[src/rtl/cfg_loader_pkg.sv]
package cfg_loader_pkg;

  typedef enum logic [2:0] {
    ST_IDLE, ST_PROG, ST_INIT_HI, ST_FETCH, ST_CLK_LO, ST_CLK_HI, ST_CHECK
  } ld_state_e;

  typedef enum logic [2:0] {
    ERR_NONE    = 3'd0,
    ERR_INIT_TO = 3'd1,
    ERR_LOAD    = 3'd2,
    ERR_BUSY_TO = 3'd3,
    ERR_DONE_TO = 3'd4
  } ld_err_e;

  typedef struct packed {
    logic prog_n;
    logic cs_n;
    logic rdwr_n;
    logic cclk;
    logic active;
  } pin_t;

  // Target pin levels held in each state.
  function automatic pin_t pins_for(ld_state_e s);
    pin_t p;
    p = '{prog_n: 1'b1, cs_n: 1'b1, rdwr_n: 1'b1, cclk: 1'b1, active: 1'b1};
    case (s)
      ST_IDLE:  p.active = 1'b0;
      ST_PROG:  p.prog_n = 1'b0;
      ST_FETCH, ST_CLK_HI: begin
        p.cs_n   = 1'b0;
        p.rdwr_n = 1'b0;
      end
      ST_CLK_LO: begin
        p.cs_n   = 1'b0;
        p.rdwr_n = 1'b0;
        p.cclk   = 1'b0;
      end
      default: ;
    endcase
    return p;
  endfunction

endpackage

[src/rtl/cfg_cycle_timer.sv]
module cfg_cycle_timer #(
  parameter int W = 8
) (
  input  logic         clk,
  input  logic         rst,
  input  logic         clr,
  output logic [W-1:0] cnt_o
);
  // Saturating up-counter, restarted by clr.
  always_ff @(posedge clk) begin
    if (rst || clr)        cnt_o <= '0;
    else if (cnt_o != '1)  cnt_o <= cnt_o + 1'b1;
  end
endmodule

[src/rtl/cfg_busy_gate.sv]
module cfg_busy_gate #(
  parameter bit ENABLE = 1'b1,
  parameter int W      = 8,
  parameter int LIMIT  = 4
) (
  input  logic clk,
  input  logic rst,
  input  logic watch_i,
  input  logic busy_i,
  output logic hold_o,
  output logic expire_o
);
  generate
    if (ENABLE) begin : g_on
      logic [W-1:0] busy_cnt;
      cfg_cycle_timer #(.W(W)) u_busy_tmr (
        .clk   (clk),
        .rst   (rst),
        .clr   (!(watch_i && busy_i)),
        .cnt_o (busy_cnt)
      );
      assign hold_o   = busy_i;
      assign expire_o = watch_i && busy_i && (busy_cnt == W'(LIMIT - 1));
    end else begin : g_off
      assign hold_o   = 1'b0;
      assign expire_o = 1'b0;
    end
  endgenerate
endmodule

[src/rtl/cfg_loader_top.sv]
module cfg_loader_top
  import cfg_loader_pkg::*;
#(
  parameter int DATA_W     = 8,
  parameter int CNT_W      = 16,
  parameter int PROG_CYC   = 30,
  parameter int INIT_TO    = 50_000_000,
  parameter int BUSY_TO    = 500_000,
  parameter int DONE_TO    = 20_000_000,
  parameter int CLK_DIV    = 1,
  parameter bit BUSY_CHECK = 1'b1
) (
  input  logic              clk,
  input  logic              rst,
  input  logic              start_i,
  input  logic [CNT_W-1:0]  byte_count_i,
  input  logic              s_valid_i,
  input  logic [DATA_W-1:0] s_data_i,
  output logic              s_ready_o,
  input  logic              init_n_i,
  input  logic              busy_i,
  input  logic              done_i,
  output logic              prog_n_o,
  output logic              cs_n_o,
  output logic              rdwr_n_o,
  output logic              cclk_o,
  output logic [DATA_W-1:0] cfg_data_o,
  output logic              active_o,
  output logic              ok_o,
  output logic [2:0]        err_code_o,
  output logic [CNT_W-1:0]  err_offset_o
);

  localparam int MAX_A  = (INIT_TO > DONE_TO) ? INIT_TO : DONE_TO;
  localparam int MAX_B  = (BUSY_TO > PROG_CYC) ? BUSY_TO : PROG_CYC;
  localparam int MAX_C  = (MAX_A > MAX_B) ? MAX_A : MAX_B;
  localparam int MAX_T  = (MAX_C > CLK_DIV) ? MAX_C : CLK_DIV;
  localparam int TMR_W  = $clog2(MAX_T + 1);
  localparam logic [TMR_W-1:0] PROG_LIM = TMR_W'(PROG_CYC - 1);
  localparam logic [TMR_W-1:0] INIT_LIM = TMR_W'(INIT_TO - 1);
  localparam logic [TMR_W-1:0] DONE_LIM = TMR_W'(DONE_TO - 1);
  localparam logic [TMR_W-1:0] DIV_LIM  = TMR_W'(CLK_DIV - 1);

  ld_state_e         state_q, state_d;
  ld_err_e           err_q, abort_code;
  pin_t              pins_q;
  logic [TMR_W-1:0]  tmr;
  logic [CNT_W-1:0]  sent_q, total_q, off_q;
  logic [DATA_W-1:0] data_q;
  logic              init_seen_q, ok_q, abort, succeed, accept;
  logic              busy_hold, busy_expire;

  // One timer serves every wait and both clock phases; it restarts on each state change.
  cfg_cycle_timer #(.W(TMR_W)) u_state_tmr (
    .clk   (clk),
    .rst   (rst),
    .clr   (state_d != state_q),
    .cnt_o (tmr)
  );

  cfg_busy_gate #(.ENABLE(BUSY_CHECK), .W(TMR_W), .LIMIT(BUSY_TO)) u_busy_gate (
    .clk      (clk),
    .rst      (rst),
    .watch_i  (state_q == ST_FETCH),
    .busy_i   (busy_i),
    .hold_o   (busy_hold),
    .expire_o (busy_expire)
  );

  assign accept = (state_q == ST_FETCH) && !done_i && init_n_i &&
                  (sent_q != total_q) && !busy_hold && s_valid_i;

  always_comb begin
    state_d    = state_q;
    abort      = 1'b0;
    abort_code = ERR_NONE;
    succeed    = 1'b0;
    case (state_q)
      ST_IDLE:    if (start_i) state_d = ST_PROG;
      ST_PROG: begin
        if (tmr >= PROG_LIM && (init_seen_q || !init_n_i)) state_d = ST_INIT_HI;
        else if (tmr == INIT_LIM) begin abort = 1'b1; abort_code = ERR_INIT_TO; end
      end
      ST_INIT_HI: begin
        if (init_n_i)              state_d = ST_FETCH;
        else if (tmr == INIT_LIM) begin abort = 1'b1; abort_code = ERR_INIT_TO; end
      end
      ST_FETCH: begin
        if (done_i)                state_d = ST_CHECK;
        else if (!init_n_i) begin abort = 1'b1; abort_code = ERR_LOAD; end
        else if (sent_q == total_q) state_d = ST_CHECK;
        else if (busy_expire) begin abort = 1'b1; abort_code = ERR_BUSY_TO; end
        else if (accept)           state_d = ST_CLK_LO;
      end
      ST_CLK_LO:  if (tmr >= DIV_LIM) state_d = ST_CLK_HI;
      ST_CLK_HI:  if (tmr >= DIV_LIM) state_d = ST_FETCH;
      ST_CHECK: begin
        if (done_i && init_n_i) begin succeed = 1'b1; state_d = ST_IDLE; end
        else if (tmr == DONE_LIM) begin abort = 1'b1; abort_code = ERR_DONE_TO; end
      end
      default:    state_d = ST_IDLE;
    endcase
    if (abort) state_d = ST_IDLE;
  end

  always_ff @(posedge clk) begin
    if (rst) begin
      state_q     <= ST_IDLE;
      pins_q      <= pins_for(ST_IDLE);
      err_q       <= ERR_NONE;
      ok_q        <= 1'b0;
      off_q       <= '0;
      sent_q      <= '0;
      total_q     <= '0;
      data_q      <= '0;
      init_seen_q <= 1'b0;
    end else begin
      state_q <= state_d;
      pins_q  <= pins_for(state_d);
      if (state_q == ST_IDLE && start_i) begin
        err_q       <= ERR_NONE;
        ok_q        <= 1'b0;
        off_q       <= '0;
        total_q     <= byte_count_i;
        sent_q      <= '0;
        init_seen_q <= 1'b0;
      end
      if (state_q == ST_PROG && !init_n_i) init_seen_q <= 1'b1;
      if (accept) data_q <= s_data_i;
      if (state_q == ST_CLK_HI && state_d == ST_FETCH) sent_q <= sent_q + 1'b1;
      if (abort) begin
        err_q <= abort_code;
        if (abort_code == ERR_LOAD) off_q <= sent_q;
      end
      if (succeed) ok_q <= 1'b1;
    end
  end

  assign s_ready_o    = accept;
  assign prog_n_o     = pins_q.prog_n;
  assign cs_n_o       = pins_q.cs_n;
  assign rdwr_n_o     = pins_q.rdwr_n;
  assign cclk_o       = pins_q.cclk;
  assign active_o     = pins_q.active;
  assign cfg_data_o   = data_q;
  assign ok_o         = ok_q;
  assign err_code_o   = err_q;
  assign err_offset_o = off_q;

  // Checker support: length of the current program pulse.
  logic [TMR_W-1:0] prog_lo_cnt;
  always_ff @(posedge clk) begin
    if (rst)                      prog_lo_cnt <= '0;
    else if (!prog_n_o) begin
      if (prog_lo_cnt != '1)      prog_lo_cnt <= prog_lo_cnt + 1'b1;
    end else                      prog_lo_cnt <= '0;
  end

  AST_PROG_MIN_WIDTH: assert property (@(posedge clk) disable iff (rst)
    $rose(prog_n_o) |-> prog_lo_cnt >= TMR_W'(PROG_CYC));
  AST_SELECT_AFTER_INIT: assert property (@(posedge clk) disable iff (rst)
    $fell(cs_n_o) |-> $past(init_n_i) && prog_n_o);
  AST_DATA_STABLE_RISE: assert property (@(posedge clk) disable iff (rst)
    $rose(cclk_o) |-> $stable(cfg_data_o) && !cs_n_o);
  AST_CCLK_LOW_SELECTED: assert property (@(posedge clk) disable iff (rst)
    !cclk_o |-> !cs_n_o && !rdwr_n_o);
  AST_READY_WITH_VALID: assert property (@(posedge clk) disable iff (rst)
    s_ready_o |-> s_valid_i && !cs_n_o && cclk_o && !busy_i);
  AST_ABORT_PARKS: assert property (@(posedge clk) disable iff (rst)
    $fell(active_o) |-> prog_n_o && cs_n_o && rdwr_n_o && cclk_o);
  AST_OK_ERR_EXCLUSIVE: assert property (@(posedge clk) disable iff (rst)
    !(ok_o && err_code_o != 3'd0));
  AST_STATUS_STICKY: assert property (@(posedge clk) disable iff (rst)
    $past(!active_o && !start_i) && !active_o |-> $stable(err_code_o) && $stable(ok_o));

endmodule

[config.mk]
export PLATFORM = sky130hd
export DESIGN_NAME = cfg_loader_top
export DESIGN_NICKNAME = d
export VERILOG_FILES = /design/src/rtl/cfg_loader_pkg.sv /design/src/rtl/cfg_cycle_timer.sv /design/src/rtl/cfg_busy_gate.sv /design/src/rtl/cfg_loader_top.sv
export SDC_FILE = /design/constraint.sdc
export NUM_CORES = 1
export LEC_CHECK = 0
export BUFFER_PORTS_ARGS = -buffer_cell sky130_fd_sc_hd__buf_4
export CAP_MARGIN = 20
export CORE_ASPECT_RATIO = 1.75
export CORE_MARGIN = 4
export CORE_UTILIZATION = 60
export DETAILED_ROUTE_END_ITERATION = 6
export HOLD_SLACK_MARGIN = 0.15
export PLACE_DENSITY = 0.82
export SYNTH_ARGS = -nofsm -noshare
export SYNTH_HDL_FRONTEND = slang
export SYNTH_SLANG_ARGS = --single-unit
[constraint.sdc]
create_clock -name clk -period 6.43 [get_ports clk]
set_input_delay 0.9645 -clock clk [delete_from_list [all_inputs] [get_ports clk]]
set_output_delay 0.9645 -clock clk [all_outputs]
set_load 0.1 [all_outputs]
==> results of run 1 <==
## metal layers
metal | GRT usage | up-vias | share of wire
li1 | - | 2551 | -
met1 | 0.281 | 2537 | 0.35
met2 | 0.508 | 180 | 0.55
met3 | 0.0619 | 50 | 0.049
met4 | 0.152 | 0 | 0.048
met5 | 0 | - | 0
## registers in the layout, summed over array words and instances, names as in the netlist
register	flops
active_o	1
err_offset_o	16
u_state_tmr.cnt_o	26
err_code_o	3
prog_n_o	1
ok_o	1
state_q	3
total_q	16
sent_q	16
cclk_o	1
u_busy_gate.g_on.u_busy_tmr.cnt_o	26
init_seen_q	1
cfg_data_o	8
cs_n_o	1
## power by group
group | total, uW | switching, uW | internal (uW)
clock | 1030 | 321 | 707
sequential | 768 | 11.8 | 756
combinational | 114 | 74.5 | 39.4
## layout make-up
| type | count | area share |
|---|---|---|
| clock buffer | 24 | 0.0690 |
| clock inverter | 8 | 0.0245 |
| inverter | 13 | 0.00714 |
| multi-input combinational | 543 | 0.454 |
| sequential | 120 | 0.352 |
| tap | 120 | 0.0220 |
| timing repair buffer | 65 | 0.0714 |
## layout by cell type (no fill, tap or decap), types with 16 or more instances in the layout
cell	count
nand4_1	20
nor2_1	83
buf_4	65
nor2_2	20
dfxtp_1	120
o21ai_0	18
a21oi_1	62
nand3_1	49
nor3_1	20
xnor2_1	20
nor4_1	16
clkbuf_16	17
nand2_1	100
xor2_1	40
## per-stage QoR
step,setup WS [ns],hold slack (ns)
finish,2.57,0.457
global route,2.32,0.482
CTS,2.58,0.460
detailed placement,2.58,0.448
global placement,2.71,0.445
floorplan,3.23,0.448
## worst paths after layout
kind	startpoint	end	slack (ns)	depth (start not counted)
setup / recovery	sent_q[2]	s_ready_o	2.57	6
hold / removal	cfg_data_o[3]	cfg_data_o[3]	0.46	2
setup reg to reg	state_q[0]	u_state_tmr.cnt_o[4]	2.77	8
hold reg to reg	cfg_data_o[3]	cfg_data_o[3]	0.46	2
## logic make-up after synthesis
logic type,Yosys count,synth area share
AND/OR/NAND/NOR,371,0.326
flip-flops,120,0.421
multiplexers,4,0.00834
XOR/XNOR,60,0.0922
AO/OA/AOI/OAI,103,0.107
buffers and inverters,46,0.0342
adder cells (fa/ha/maj),5,0.0110
## worst max-delay path, cell delays in order (launching register included)
cell and delay [ns]:
dfxtp_1 0.48, xor2_1 0.12, nor4_1 0.32, nand4_1 0.34, nand4_1 0.54, clkinv_1 0.35
buf_4 0.33
==> summary.log, run 1 <==
qor: power.peakVddDrop 238 uV
qor: yosys.synth_top_flop_cell dfxtp_1
qor: yosys.library_cell_with_the_largest_summed_area_after_synthesis dfxtp_1
qor: timing.setup_repair_after_global_routing_missed_its_margin no
qor: placed_design.gpl.final_weighted_congestion 0.928
qor: status.status completed
qor: worst_setup_path.critPathRequiredTime 5.47 ns
qor: route.drt.antenna.violating_nets 0
qor: worst_setup_path.worstPathMaxFanout 10
qor: global_routing.grt_start_max_net_pins 68
qor: placed_design.io_buf_count 64
qor: yosys.ys_seq_elements 120
qor: route.firstDrtPassIters 5
qor: floorplanning.design.die.area 11200 sq um
qor: global_routing.initial_antenna_violation_count 0
qor: worst_setup_path.crit_path_end_kind primary output
qor: floorplanning.die_width 81.7 um
qor: placed_design.dp.final_hpwl 10000 um
qor: clocking.ctsHoldBuffers 0
qor: worst_setup_path.cp.arrival 2.90 ns
qor: global_routing.grt_pass1_vias 5270
qor: global_routing.globalRouteTotalUtil 0.277
qor: floorplanning.die-height 137 um
qor: yosys.mappedNetlistNets 745
qor: finish.postLayoutCoreUtil 0.747
qor: placed_design.dp_cells 861
qor: route.drt_drc_violations_left 0
qor: clocking.clock-root-buffer clkbuf_16
qor: clocking.cts_inserted_buffers 17
qor: finish.final-seq-area 2400 sq um
qor: yosys.yosysMostFrequentCell dfxtp_1
qor: timing.totalNegativeSetupSlack 0 ns
qor: flow_run.timing.max_cap.violations 0
qor: timing.timing.slew.headroom 0.275
qor: clocking.insertion_delay 0.41 ns
qor: timing.post-route-period-util 0.601
qor: clocking.clock_tree.buffer_depth 2
qor: yosys.synth_largest_type_area_fraction 0.421
qor: clocking.cts.sinks 120
qor: clocking.cts_resized 0
qor: route.drt-wirelength-per-cell 16.4 um
qor: yosys.synth_edf_count 0
qor: timing.achievable_clock_frequency 259 MHz
qor: floorplanning.fp-row-count 46
qor: yosys.syn_inst 709
qor: yosys.avgSynthCellArea 8.04 sq um
qor: worst_setup_path.crit_type reg2out
qor: global_routing.grt.overflow.total 0
qor: finish.area_delta_synth_final 19.8%
qor: finish.nets 796
qor: floorplanning.i_o_pins 65
qor: yosys.post_synth_most_frequent_cells dfxtp_1 (120), nand2_1 (100), nor2_1 (83)
qor: power.totalPowerFinal 1910 uW
qor: hold_path.timing.hold.worst.class reg2reg
qor: clocking.cts_htree_levels 4
qor: finish.post_route_cells_drive_above_1_share 0.168
qor: finish.stdcell_area 6830 sq um
qor: worst_setup_path.start_kind flip-flop
qor: timing.final-max-slew-violation-count 0
qor: global_routing.grt_first_pass_wirelength 24100 um
qor: timing.finalWorstPathRequiredPeriod 3.86 ns
qor: floorplanning.core 9150 sq um
qor: route.first_iter_violations 330
qor: finish.finish.cell_count_without_fillers 893
qor: clocking.path_clk_slew 0.05 ns
qor: timing.finalSetupViolCount 0
qor: yosys.synth_top_cells_by_area dfxtp_1 (42%), nand2_1 (6.6%), xor2_1 (6.1%)
qor: finish.n_antenna_cell 0
qor: finish.final.fill_count 688
qor: power.power_leakage 0.00248 uW
qor: yosys.sequential_element_share_of_the_synthesized_area 0.421
qor: yosys.yosysWarningCount 0
qor: route.routed_wirelength 14600 um
qor: route.total_via_count_after_detailed_routing 5318
qor: floorplanning.initial_utilization 0.623
qor: timing.finClkSkew 0.00751 ns
qor: clocking.postCtsSetupRepairBufs 0
qor: yosys.synthArstFlopShare 0
qor: timing.timing_worst_slew_pin_value 1.08 ns
qor: finish.multi_input_gate_area 3100 sq um
qor: route.vias_per_cell 5.96
qor: placed_design.placedInstanceArea 6190 sq um
qor: yosys.synth_cell_types 61
qor: power.cellPowerDensity 279 nW/um^2
qor: yosys.mappedNetlistArea 5700 sq um
qor: clocking.tritoncts yes
qor: timing.timing.final.hold_violations 0
Power figures use the tool's default switching activity.
==> run 2: changes to the inputs <==
--- a/config.mk
+++ b/config.mk
@@ -9,10 +9,10 @@
 export CAP_MARGIN = 20
 export CORE_ASPECT_RATIO = 1.75
 export CORE_MARGIN = 4
-export CORE_UTILIZATION = 60
+export CORE_UTILIZATION = 53
 export DETAILED_ROUTE_END_ITERATION = 6
 export HOLD_SLACK_MARGIN = 0.15
-export PLACE_DENSITY = 0.82
+export PLACE_DENSITY = 0.76
 export SYNTH_ARGS = -nofsm -noshare
 export SYNTH_HDL_FRONTEND = slang
 export SYNTH_SLANG_ARGS = --single-unit
==> constraint.sdc (replaced) <==
create_clock -name clk -period 3.5 [get_ports clk]
set_input_delay 0.525 -clock clk [delete_from_list [all_inputs] [get_ports clk]]
set_output_delay 0.525 -clock clk [all_outputs]
set_load 0.1 [all_outputs]
==> summary.log, run 2 (same netlist as run 1, synthesis figures left out) <==
qor: placed_design.placedInstanceArea 6230 sq um [+0.63%]
qor: clocking.ctsHoldBuffers 0 [unchanged]
qor: power.peakVddDrop 361 uV [+51%]
qor: global_routing.grt.overflow.total 0 [unchanged]
qor: finish.postLayoutCoreUtil 0.658 [-0.0889]
qor: floorplanning.core 10400 sq um [+14%]
qor: floorplanning.design.die.area 12500 sq um [+12%]
qor: clocking.cts.sinks 120 [unchanged]
qor: finish.nets 801 [+0.63%]
qor: worst_setup_path.crit_path_end_kind primary output
qor: placed_design.gpl.final_weighted_congestion 0.928 [about the same]
qor: clocking.clock-root-buffer clkbuf_16
qor: placed_design.io_buf_count 64 [unchanged]
qor: route.first_iter_violations 305 [-7.6%]
qor: power.power_leakage 0.00249 uW [+0.42%]
qor: timing.finalWorstPathRequiredPeriod 3.10 ns
qor: worst_setup_path.worstRegToRegCells 10 [+2]
qor: timing.setup_repair_after_global_routing_missed_its_margin no
qor: global_routing.grt_first_pass_wirelength 23300 um [-3.5%]
qor: route.drt.antenna.violating_nets 0 [unchanged]
qor: hold_path.hp-start byte_count_i[5]
qor: global_routing.grt_pass1_vias 5056 [-4.1%]
qor: worst_setup_path.worstPathMaxFanout 9 [-1]
qor: worst_setup_path.crit_type reg2out
qor: global_routing.met1_usage 0.245 [-0.0357]
qor: hold_path.timing.hold.worst.class in2reg
qor: route.vias_per_cell 5.76 [-3.3%]
qor: floorplanning.initial_utilization 0.547 [-0.0760]
qor: worst_setup_path.reg2reg_from u_busy_gate.g_on.u_busy_tmr.cnt_o[0]
qor: timing.totalNegativeSetupSlack 0 ns [unchanged]
qor: status.status completed
qor: route.drt_drc_violations_left 0 [unchanged]
qor: floorplanning.die_width 86.4 um [+5.8%]
qor: global_routing.globalRouteTotalUtil 0.228 [-0.0494]
qor: finish.stdcell_area 6860 sq um [+0.33%]
qor: timing.post-route-period-util 0.886
qor: clocking.cts_htree_levels 4 [unchanged]
qor: global_routing.use_met2 0.418 [-0.0906]
qor: finish.area_delta_synth_final 20.2%
qor: global_routing.use_met3 0.0471 [-0.0148]
qor: clocking.insertion_delay 0.41 ns [about the same]
qor: finish.n_antenna_cell 0 [unchanged]
qor: route.firstDrtPassIters 5 [unchanged]
qor: timing.achievable_clock_frequency 322 MHz
qor: route.total_via_count_after_detailed_routing 5212 [-2.0%]
qor: timing.timing_worst_slew_pin_value 0.842 ns [-0.242 ns]
qor: finish.layout.cells.most_common dfxtp_1
qor: clocking.cts_inserted_buffers 17 [unchanged]
qor: route.drt-wirelength-per-cell 15.5 um [-5.1%]
qor: power.cellPowerDensity 498 nW/um^2 [+78%]
qor: worst_setup_path.start_kind flip-flop
qor: hold_path.min_path_cells 3 [+1]
qor: worst_setup_path.beginning_of_the_critical_path sent_q[5]
qor: worst_setup_path.crit_slowest_cell dfxtp_1
qor: clocking.postCtsSetupRepairBufs 1 [+1]
qor: flow_run.timing.max_cap.violations 0 [unchanged]
qor: hold_path.hold-path-endpoint total_q[5]
qor: worst_setup_path.critical-path-top-cell-by-count nand4_1
qor: finish.post_route_cells_drive_above_1_share 0.180 [+0.0118]
qor: global_routing.grt_start_max_net_pins 68 [unchanged]
qor: floorplanning.i_o_pins 65 [unchanged]
qor: clocking.clock_tree.buffer_depth 2 [unchanged]
qor: timing.finClkSkew 0.00989 ns [+0.00238 ns]
qor: timing.finalSetupViolCount 0 [unchanged]
qor: worst_setup_path.cp_cell_sequence xor2_1, nor4_1, nand4_1, nand4_1, clkinv_1, buf_4
qor: placed_design.dp.final_hpwl 10100 um [+1.1%]
qor: worst_setup_path.cp.arrival 2.58 ns [-0.32 ns]
qor: route.routed_wirelength 14100 um [-3.8%]
qor: floorplanning.die-height 145 um [+6.0%]
qor: timing.timing.final.hold_violations 0 [unchanged]
qor: timing.final-max-slew-violation-count 0 [unchanged]
qor: worst_setup_path.reg_to_reg_slack_setup 0.46 ns [-2.31 ns]
qor: global_routing.global_route.peak_usage_layer met2
qor: worst_setup_path.critPathTopFamily simple AND/OR/NAND/NOR gates
qor: clocking.cts_resized 0 [unchanged]
qor: clocking.tritoncts yes
qor: worst_setup_path.crit_buf_inv 2 [unchanged]
qor: worst_setup_path.worst_path_largest_cell_delay 0.52 ns [-0.02 ns]
qor: global_routing.initial_antenna_violation_count 0 [unchanged]
qor: finish.largestRegisters u_busy_gate.g_on.u_busy_tmr.cnt_o (26), u_state_tmr.cnt_o (26)
qor: finish.mostFrequentLayoutCells dfxtp_1 (120), nand2_1 (100), nor2_1 (83)
qor: worst_setup_path.crit-reg2reg-capture u_state_tmr.cnt_o[2]
qor: timing.timing.slew.headroom 0.439 [+0.164]
qor: floorplanning.fp-row-count 49 [+6.5%]
qor: clocking.path_clk_slew 0.06 ns [about the same]
qor: worst_setup_path.critPathRequiredTime 2.97 ns [-2.50 ns]
-- run 2: changes by cell type in the layout (fill, tap and decap cells not counted), sizes merged --
| cell | before | now |
|---|---|---|
| clkinvlp | 1 | 4 |
| bufinv | 5 | 3 |
| clkinv | 3 | 6 |
| buf | 65 | 70 |
| clkbuf | 24 | 20 |
-- run 2: routing by layer --
layer / vias to the layer above / wire length (um)
met5: - / 0
met4: 0 / 435
met3: 32 / 607
met2: 138 / 7680
met1: 2479 / 5330
li1: 2563 / -
-- run 2: layout make-up --
| class | count | area [sq um] |
|---|---|---|
| fillers | 910 | 3570 |
| inverters | 13 | 48.8 |
| multi-input cells | 543 | 3100 |
| well taps | 127 | 159 |
| clock inverters | 12 | 149 |
| flip-flops and latches | 120 | 2400 |
| repair buffers | 70 | 526 |
| clock buffers | 20 | 467 |
-- run 2: through the flow --
stage	total power (uW)	cells	setup WS [ns]	hold WS, ns
2_1_floorplan	1590	709	0.776	0.448
3_3_place_gp	1650	872	0.409	0.443
3_5_place_dp	1650	872	0.353	0.452
4_1_cts	3430	905	0.394	0.355
5_1_grt	3520	905	0.190	0.366
6_report	3410	905	0.398	0.364
-- run 2: worst max-delay path by stage --
stage,end,cells past startpoint
final,s_ready_o,6
after global placement,s_ready_o,6
after detailed placement,s_ready_o,6
after floorplan,s_ready_o,6
after CTS,s_ready_o,6
after global routing,u_state_tmr.cnt_o[1],9
-- run 2: worst min-delay path, delay by kind of cell --
family | cells | cell delay (ns)
AND/OR/NAND/NOR | 1 | 0.04
buffers and inverters | 1 | 0.11
AO/OA/AOI/OAI | 1 | 0.05
-- run 2: power by group --
part / switching [uW] / leakage [uW] / internal [uW]
registers: 22.5 / 0.000970 / 1390
logic: 138 / 0.00123 / 74.6
clock network: 617 / 0.000294 / 1170
==> run 3: changes to the inputs <==
--- a/config.mk
+++ b/config.mk
@@ -9,10 +9,10 @@
 export CAP_MARGIN = 20
 export CORE_ASPECT_RATIO = 1.75
 export CORE_MARGIN = 4
-export CORE_UTILIZATION = 53
+export CORE_UTILIZATION = 50
 export DETAILED_ROUTE_END_ITERATION = 6
 export HOLD_SLACK_MARGIN = 0.15
-export PLACE_DENSITY = 0.76
+export PLACE_DENSITY = 0.71
 export SYNTH_ARGS = -nofsm -noshare
 export SYNTH_HDL_FRONTEND = slang
 export SYNTH_SLANG_ARGS = --single-unit
==> summary.log, run 3 (same netlist as run 1, synthesis figures left out) <==
qor: power.totalPowerFinal 3290 uW [-3.5%]
qor: timing.setup_repair_after_global_routing_missed_its_margin no
qor: worst_setup_path.critPathTopFamily simple AND/OR/NAND/NOR gates
qor: clocking.cts.sinks 120 [unchanged]
qor: placed_design.io_buf_count 64 [unchanged]
qor: floorplanning.die_width 88.7 um [+2.7%]
qor: worst_setup_path.cp.arrival 3.29 ns [+0.71 ns]
qor: clocking.clock-root-buffer clkbuf_16
qor: timing.totalNegativeSetupSlack 0 ns [unchanged]
qor: floorplanning.core 11200 sq um [+7.1%]
qor: flow_run.timing.max_cap.violations 0 [unchanged]
qor: clocking.clock_tree.buffer_depth 2 [unchanged]
qor: power.peakVddDrop 380 uV [+5.2%]
qor: finish.nets 804 [+0.37%]
qor: power.cellPowerDensity 481 nW/um^2 [-3.3%]
qor: floorplanning.i_o_pins 65 [unchanged]
qor: timing.timing.final.hold_violations 0 [unchanged]
qor: global_routing.grt_pass1_vias 4998 [-1.1%]
qor: route.drt_drc_violations_left 0 [unchanged]
qor: worst_setup_path.crit_buf_inv 1 [-1]
qor: route.total_via_count_after_detailed_routing 5156 [-1.1%]
qor: finish.area_delta_synth_final 20.0%
qor: timing.final-max-slew-violation-count 0 [unchanged]
qor: timing.finClkSkew 0.00617 ns [-0.00371 ns]
qor: clocking.cts_resized 0 [unchanged]
qor: timing.achievable_clock_frequency 334 MHz [+3.5%]
qor: clocking.insertion_delay 0.41 ns [about the same]
qor: floorplanning.die-height 149 um [+2.8%]
qor: route.vias_per_cell 5.65 [-1.9%]
qor: floorplanning.design.die.area 13200 sq um [+5.6%]
qor: clocking.tritoncts yes
qor: finish.final.fill_count 1000 [+9.9%]
qor: placed_design.placedInstanceArea 6240 sq um [+0.10%]
qor: finish.mostFrequentLayoutCells dfxtp_1 (120), nand2_1 (100), nor2_1 (83)
qor: clocking.cts_inserted_buffers 17 [unchanged]
qor: global_routing.globalRouteTotalUtil 0.227 [-0.00120]
qor: timing.timing.slew.headroom 0.392 [-0.0465]
qor: floorplanning.initial_utilization 0.511 [-0.0365]
qor: global_routing.initial_antenna_violation_count 0 [unchanged]
qor: global_routing.grt_first_pass_wirelength 23600 um [+1.3%]
qor: route.drt-wirelength-per-cell 15.7 um [+1.4%]
qor: clocking.path_clk_slew 0.06 ns [about the same]
qor: finish.stdcell_area 6840 sq um [-0.16%]
qor: finish.final-seq-area 2400 sq um [unchanged]
qor: worst_setup_path.critPathRequiredTime 3.79 ns [+0.82 ns]
qor: worst_setup_path.crit_type reg2reg
qor: power.power_leakage 0.00248 uW [-0.41%]
qor: clocking.cts_htree_levels 4 [unchanged]
qor: placed_design.gpl.final_weighted_congestion 0.910 [-1.9%]
qor: worst_setup_path.worstPathMaxFanout 26 [+17]
qor: finish.multi_input_gate_area 3100 sq um [unchanged]
qor: timing.whs 0.358 ns [-0.00690 ns]
qor: status.status completed
qor: finish.layout.cells.most_common dfxtp_1
qor: global_routing.grt_start_max_net_pins 68 [unchanged]
qor: route.firstDrtPassIters 5 [unchanged]
qor: timing.finalWorstPathRequiredPeriod 3.00 ns [-0.104 ns]
qor: worst_setup_path.cp_cell_sequence ha_1, and4_1, or3b_2, nor4_1, a21oi_1, nand2_2, o21ai_0, o21ai_4, buf_4, nor2_1
qor: route.routed_wirelength 14400 um [+2.3%]
qor: route.first_iter_violations 299 [-2.0%]
qor: worst_setup_path.crit_slowest_cell or3b_2
qor: timing.finalSetupViolCount 0 [unchanged]
qor: worst_setup_path.crit_path_end_kind flip-flop
qor: finish.post_route_cells_drive_above_1_share 0.183 [+0.00315]
qor: placed_design.dp.final_hpwl 10400 um [+2.3%]
qor: timing.post-route-period-util 0.857 [-0.0296]
qor: floorplanning.fp-row-count 51 [+4.1%]
qor: worst_setup_path.worst_path_largest_cell_delay 0.50 ns [-0.02 ns]
qor: finish.largestRegisters u_busy_gate.g_on.u_busy_tmr.cnt_o (26), u_state_tmr.cnt_o (26)
qor: timing.timing_worst_slew_pin_value 0.911 ns [+0.0698 ns]
qor: worst_setup_path.start_kind flip-flop
qor: global_routing.grt.overflow.total 0 [unchanged]
qor: hold_path.timing.hold.worst.class in2reg
qor: route.drt.antenna.violating_nets 0 [unchanged]
qor: finish.n_antenna_cell 0 [unchanged]
-- run 3: cell count changes in the layout (fill, tap and decap cells not counted), sizes merged --
cell	change
buf	+3
clkbuf	-1
clkinv	+2
inv	+1
bufinv	-2
-- run 3: routing by layer --
metal / vias to the layer above / routed length (um) / track usage
met5: - / 0 / 0
met1: 2427 / 5440 / 0.241
met2: 119 / 7860 / 0.409
met4: 0 / 497 / 0.103
met3: 41 / 579 / 0.0542
li1: 2569 / - / -
-- run 3: cell type report --
class	instances	area share
Timing Repair Buffer	73	0.0801
Clock inverter	13	0.0179
Inverter	13	0.00713
Clock buffer	19	0.0662
Sequential cell	120	0.351
Tap cell	132	0.0241
Multi-Input combinational cell	543	0.454
-- run 3: path summary, 6_finish.rpt --
path,cells past startpoint,slack (ns),from,end
max,10,0.50,u_busy_gate.g_on.u_busy_tmr.cnt_o[0],u_state_tmr.cnt_o[1]
max reg2reg,10,0.50,u_busy_gate.g_on.u_busy_tmr.cnt_o[0],u_state_tmr.cnt_o[1]
min reg2reg,2,0.45,cfg_data_o[2],cfg_data_o[2]
min,3,0.36,s_data_i[6],cfg_data_o[6]
-- run 3: through the flow --
step | worst slack [ns] | cells | utilization
floorplan | 0.776 | 709 | -
global placement | 0.504 | 877 | 0.559
detailed placement | 0.463 | 877 | 0.559
CTS | 0.0177 | 909 | 0.610
global route | 0.284 | 913 | 0.613
finish | 0.502 | 913 | 0.613
-- run 3: repair_timing --
action / in CTS / in global routing
hold buffers: 0 / 0
endpoints found under the setup margin: 0 / 1
setup buffers: 0 / 4
-- run 3: power breakdown --
part	switching [uW]	leakage, uW	internal, uW	total, uW
logic	143	0.00124	76.5	220
registers	19.7	0.000970	1390	1410
clock network	650	0.000272	1020	1670
total	813	0.00248	2480	3290
-- run 3: worst register-to-register path, cell delays in order, from the launching register on --
cell and delay, ns:
dfxtp_1 0.36, ha_1 0.20, and4_1 0.40, or3b_2 0.50, nor4_1 0.29, a21oi_1 0.14, nand2_2 0.18, o21ai_0 0.18
o21ai_4 0.14, buf_4 0.37, nor2_1 0.11
